<file path="src/rtl/supply_warn_pkg.sv">
package supply_warn_pkg;

  // Datapath status seen by the control
  typedef struct packed {
    logic flag;     // current gated warning level
    logic edgeEvt;  // flag changed with the source held steady
  } dp_status_t;

  // Strobes from control to the datapath pending bit
  typedef struct packed {
    logic setPend;
    logic clrPend;
  } ctl_strobe_t;

endpackage

</file>
<file path="src/rtl/supply_warn_sync.sv">
module supply_warn_sync #(
  parameter int STAGES = 2
) (
  input  logic clk,
  input  logic rstN,
  input  logic din,
  output logic dout
);
  logic [STAGES-1:0] chain;

  always_ff @(posedge clk or negedge rstN) begin
    if (!rstN) chain <= '0;
    else       chain <= {chain[STAGES-2:0], din};
  end

  assign dout = chain[STAGES-1];
endmodule

</file>
<file path="src/rtl/supply_warn_dp.sv">
module supply_warn_dp
  import supply_warn_pkg::*;
#(
  parameter int SYNC_STAGES = 2
) (
  input  logic        clk,
  input  logic        rstN,
  input  logic        supplyCmp,
  input  logic        pinCmp,
  input  logic        srcSel,
  input  logic        lvdEn,
  input  ctl_strobe_t strobe,
  output dp_status_t  status,
  output logic        irqPend
);
  localparam int N_SRC = 2;

  logic [N_SRC-1:0] rawIn;
  logic [N_SRC-1:0] syncd;
  logic             selCmp;
  logic             flag;
  logic             flagQ;
  logic             srcSelQ;

  assign rawIn = {pinCmp, supplyCmp};

  for (genvar i = 0; i < N_SRC; i++) begin : g_sync
    supply_warn_sync #(.STAGES(SYNC_STAGES)) u_sync (
      .clk  (clk),
      .rstN (rstN),
      .din  (rawIn[i]),
      .dout (syncd[i])
    );
  end

  assign selCmp = syncd[srcSel];
  assign flag   = lvdEn & selCmp;

  // previous flag and previous select; a select change reloads the detector
  always_ff @(posedge clk or negedge rstN) begin
    if (!rstN) begin
      flagQ   <= 1'b0;
      srcSelQ <= 1'b0;
    end else begin
      flagQ   <= flag;
      srcSelQ <= srcSel;
    end
  end

  assign status.flag    = flag;
  assign status.edgeEvt = (flag != flagQ) && (srcSel == srcSelQ);

  // sticky pending bit, set wins over clear
  always_ff @(posedge clk or negedge rstN) begin
    if (!rstN)               irqPend <= 1'b0;
    else if (strobe.setPend) irqPend <= 1'b1;
    else if (strobe.clrPend) irqPend <= 1'b0;
  end
endmodule

</file>
<file path="src/rtl/supply_warn_ctl.sv">
module supply_warn_ctl
  import supply_warn_pkg::*;
#(
  parameter int SHORT_DELAY = 256,
  parameter int LONG_DELAY  = 4096
) (
  input  logic        clk,
  input  logic        rstN,
  input  logic        irqEn,
  input  logic        lvdEn,
  input  logic        longDelay,
  input  logic        irqClr,
  input  dp_status_t  status,
  output ctl_strobe_t strobe
);
  localparam int CNT_W = $clog2(LONG_DELAY + 1);
  localparam logic [CNT_W-1:0] SHORT_LIM = CNT_W'(SHORT_DELAY);
  localparam logic [CNT_W-1:0] LONG_LIM  = CNT_W'(LONG_DELAY);

  logic [CNT_W-1:0] dlyCnt;
  logic [CNT_W-1:0] limit;
  logic             windowOpen;
  logic             irqEnQ;
  logic             enRise;

  // up-counter from reset release, saturating at the long limit
  always_ff @(posedge clk or negedge rstN) begin
    if (!rstN)                  dlyCnt <= '0;
    else if (dlyCnt != LONG_LIM) dlyCnt <= dlyCnt + 1'b1;
  end

  always_ff @(posedge clk or negedge rstN) begin
    if (!rstN) irqEnQ <= 1'b0;
    else       irqEnQ <= irqEn;
  end

  assign limit      = longDelay ? LONG_LIM : SHORT_LIM;
  assign windowOpen = (dlyCnt >= limit);
  assign enRise     = irqEn & ~irqEnQ;

  assign strobe.setPend = lvdEn & irqEn &
                          ((status.edgeEvt & windowOpen) | (enRise & status.flag));
  assign strobe.clrPend = irqClr | ~lvdEn;
endmodule

</file>
<file path="src/rtl/supply_warn_ctrl.sv">
module supply_warn_ctrl
  import supply_warn_pkg::*;
#(
  parameter int SYNC_STAGES = 2,
  parameter int SHORT_DELAY = 256,
  parameter int LONG_DELAY  = 4096
) (
  input  logic clk,
  input  logic rstN,
  input  logic supplyCmp,
  input  logic pinCmp,
  input  logic srcSel,
  input  logic irqEn,
  input  logic lvdEn,
  input  logic longDelay,
  input  logic irqClr,
  output logic warnFlag,
  output logic irqPend
);
  dp_status_t  status;
  ctl_strobe_t strobe;

  supply_warn_dp #(.SYNC_STAGES(SYNC_STAGES)) u_dp (
    .clk       (clk),
    .rstN      (rstN),
    .supplyCmp (supplyCmp),
    .pinCmp    (pinCmp),
    .srcSel    (srcSel),
    .lvdEn     (lvdEn),
    .strobe    (strobe),
    .status    (status),
    .irqPend   (irqPend)
  );

  supply_warn_ctl #(.SHORT_DELAY(SHORT_DELAY), .LONG_DELAY(LONG_DELAY)) u_ctl (
    .clk       (clk),
    .rstN      (rstN),
    .irqEn     (irqEn),
    .lvdEn     (lvdEn),
    .longDelay (longDelay),
    .irqClr    (irqClr),
    .status    (status),
    .strobe    (strobe)
  );

  assign warnFlag = status.flag;
endmodule

</file>
<file path="config.mk">
export PLATFORM = sky130hd
export DESIGN_NAME = supply_warn_ctrl
export DESIGN_NICKNAME = d
export VERILOG_FILES = /design/src/rtl/supply_warn_pkg.sv /design/src/rtl/supply_warn_sync.sv /design/src/rtl/supply_warn_dp.sv /design/src/rtl/supply_warn_ctl.sv /design/src/rtl/supply_warn_ctrl.sv
export SDC_FILE = /design/constraint.sdc
export NUM_CORES = 1
export LEC_CHECK = 0
export ABC_AREA = 1
export BUFFER_PORTS_ARGS = -buffer_cell sky130_fd_sc_hd__clkbuf_2
export CAP_MARGIN = 30
export CORE_UTILIZATION = 35
export DETAILED_ROUTE_END_ITERATION = 12
export PLACE_DENSITY = 0.6
export SYNTH_ARGS = -nofsm -noshare
export SYNTH_HDL_FRONTEND = slang
export SYNTH_SLANG_ARGS = --single-unit
</file>
<file path="constraint.sdc">
create_clock -name clk -period 3.24 [get_ports clk]
set_input_delay 0.324 -clock clk [delete_from_list [all_inputs] [get_ports clk]]
set_output_delay 0.324 -clock clk [all_outputs]
set_load 0.05 [all_outputs]
</file>
==> results.py <==
metrics = {
    "cells_and_area": {
        "fin_nets": 136,
        "utilization_pct": 41.3,
        "final_cell_mix": "dfrtp_1, inv_1, nand2_1, xor2_1, clkbuf_2",
        "drive_above_1_share_pct": 16.4,
        "area_growth_pct": 12.6,
        "n_antenna_cell": 0,
        "final_common_cell": "dfrtp_1",
    },
    "place": {
        "port_buffers": 10,
        "place_hpwl_mm": 1.18,
        "pre_cts_ws_ns": 1.82,
        "place.gp.congestion": 0.713,
    },
    "critical_path": {
        "critPathCaptureType": "output pin",
        "worst_setup_path_start_kind": "register",
        "crit_path_cell_trace": "inv_1 -> nand2_1 -> nand3_1 -> inv_1 -> clkbuf_2",
        "crit_top_cell": "inv_1",
        "critical_path_class": "reg -> out",
        "crit_path_top_delay_cell": "dfrtp_1",
        "worst-path-max-fanout": 4,
        "cp.arrival_ns": 1.21,
        "max_stage_delay_ns": 0.34,
        "crit_family": "buffers and inverters",
        "critPathBufInv": 3,
        "required_ns": 2.92,
    },
    "timing": {
        "period_minus_slack_ns": 1.54,
        "finClkSkew_ns": 0.00422,
        "clock.fmax_mhz": 651,
        "finalHoldViolations": 0,
        "setup_viol": 0,
        "worst_pin_slew_ns": 0.504,
        "timing.final.crit_share_pct": 47.4,
        "layout_setup_ws_ns": 1.70,
        "maxSlewViolCount": 0,
        "grt_setup_unrepaired": "false",
        "slew_headroom_pct": 66.4,
        "setup_tns_ns": 0,
    },
    "logic_synthesis": {
        "yosys_warnings": 0,
        "syn-instance-count": 107,
        "synth-seq-cells": 21,
        "syn_avg_cell_area_um2": 9.38,
        "netlist_area_um2": 1000,
        "ys_seq_area_share_pct": 52.4,
        "ys_types": 18,
        "synth_fp_nets": 120,
    },
    "clock_network": {
        "cts-root-buf": "clkbuf_4",
        "cts.sinks": 21,
        "path_clk_slew_ns": 0.12,
        "clk_latency_ns": 0.29,
        "cts_tree": "done",
        "numCtsBuffers": 3,
        "ctsResizeCount": 0,
        "clock_path_buffers": 2,
        "htreeDepth": 1,
    },
    "worst_hold_path": {
        "hp-class": "in -> reg",
    },
    "floorplan": {
        "die_w_um": 55.5,
        "io_pins": 11,
        "die_area_um2": 3090,
        "fp.dieH_um": 55.5,
        "num_rows": 19,
        "core_area_um2": 2730,
        "start_util_pct": 36.7,
    },
    "detailed_routing": {
        "drc": 0,
        "drt-total-wl_mm": 1.45,
        "dr.pass1.iters": 3,
        "drtIter0Drc": 6,
        "via_per_inst": 4.41,
        "antenna_left": 0,
        "num_vias": 675,
        "avgRoutedWirePerCell_um": 9.45,
    },
    "status": {
        "status": "finished, final reports clean",
    },
    "global_routing": {
        "antenna_found_initial": 0,
        "grt_pass1_wl_mm": 2.72,
        "grtUsageTotal_pct": 10.8,
        "grt_max_degree": 22,
        "grt-ovfl-total": 0,
        "grt_pass1_vias": 686,
    },
    "job": {
        "maxCapViolations": 0,
    },
    "power": {
        "ir_worst_vdd_v": 0.000248,
        "leakagePower_uw": 0.000579,
        "power_uw": 419,
        "p_per_area_nw_per_um2": 371,
    },
}
cells in the mapped netlist:
master,number,area share [%]
nor3_4,1,1.6
or2_2,1,0.62
ha_1,4,5.0
o21ai_0,2,1.0
xnor2_1,2,1.7
dfrtp_1,21,52
inv_1,20,7.5
nand3_2,1,1.0
nand2_1,20,7.5
a21oi_1,1,0.50
xor2_1,10,8.7
nor3_1,5,2.5
nand3b_1,1,0.75
or2_4,1,0.87
nor2_4,1,1.1
nor2_1,7,2.6
nand3_1,8,4.0
nand2_2,1,0.62
state kept, by name (all words and copies together), names as in the netlist:
signal,flops
u_ctl.irqEnQ,1
u_dp.g_sync.u_sync.chain,4
u_dp.irqPend,1
u_dp.flagQ,1
u_dp.srcSelQ,1
u_ctl.dlyCnt,13
per-stage QoR:
stage / std cells / instance area (µm²) / hold slack, ns
2_1_floorplan: 107 / 1000 / 0.0284
3_3_place_gp: 148 / 1090 / 0.319
3_5_place_dp: 148 / 1090 / 0.322
4_1_cts: 153 / 1130 / 0.117
5_1_grt: 153 / 1130 / 0.110
6_report: 153 / 1130 / 0.125
timing repair:
item / 4_1_cts / 5_1_grt
buffers inserted: 0 / 0
hold endpoints to repair: 21 / 0
hold buffers: 1 / 0
area by class of cell:
cell class / count / area (µm²)
flip-flops and latches: 21 / 526
multi-input cells: 66 / 403
clock inverters: 1 / 5.00
repair buffers: 11 / 60.1
well taps: 31 / 38.8
clock buffers: 3 / 22.5
fillers: 268 / 1600
inverters: 20 / 75.1
final timing paths:
kind                                                     start                              to  slack, ns  cells after the start
worst max-delay path            u_dp.g_sync[1].u_sync.chain[1]                        warnFlag       1.70                      5
worst min-delay path                                    pinCmp  u_dp.g_sync[1].u_sync.chain[0]       0.13                      1
worst max register to register                 u_ctl.dlyCnt[0]                u_ctl.dlyCnt[12]       1.83                      6
worst min register to register  u_dp.g_sync[0].u_sync.chain[0]  u_dp.g_sync[0].u_sync.chain[1]       0.36                      0
max in group asynchronous                                 rstN                 u_ctl.dlyCnt[5]       2.38                      2
min in group asynchronous                                 rstN                 u_ctl.dlyCnt[6]       0.52                      2
power by group:
part | internal (µW) | switching (µW) | total, µW | leakage (µW)
clock network | 45.9 | 75.6 | 121 | 0.0000177
registers | 267 | 1.33 | 268 | 0.000264
logic | 10.4 | 18.6 | 29.0 | 0.000298
total | 323 | 95.5 | 419 | 0.000579
per-layer routing:
metal  share of wire (%)  global-route usage [%]  wire length [µm]
met4                 1.1                    3.21                16
met2                  50                    19.1               716
met3                 1.6                    1.41                23
met1                  48                    13.7               690
met5                   0                       0                 0
cell families (layout without fill, tap and decap cells):
group                    count (synthesis)  in the layout  share of synthesized area, %
AND/OR/NAND/NOR                         47             47                          23.2
adder cells (fa/ha/maj)                  4              4                          4.99
XOR/XNOR                                12             12                          10.5
flip-flops                              21             21                          52.4
AO/OA/AOI/OAI                            3              3                          1.50
buffers and inverters                   20             35                          7.48
Note: power is estimated with default switching activity, not from simulation.
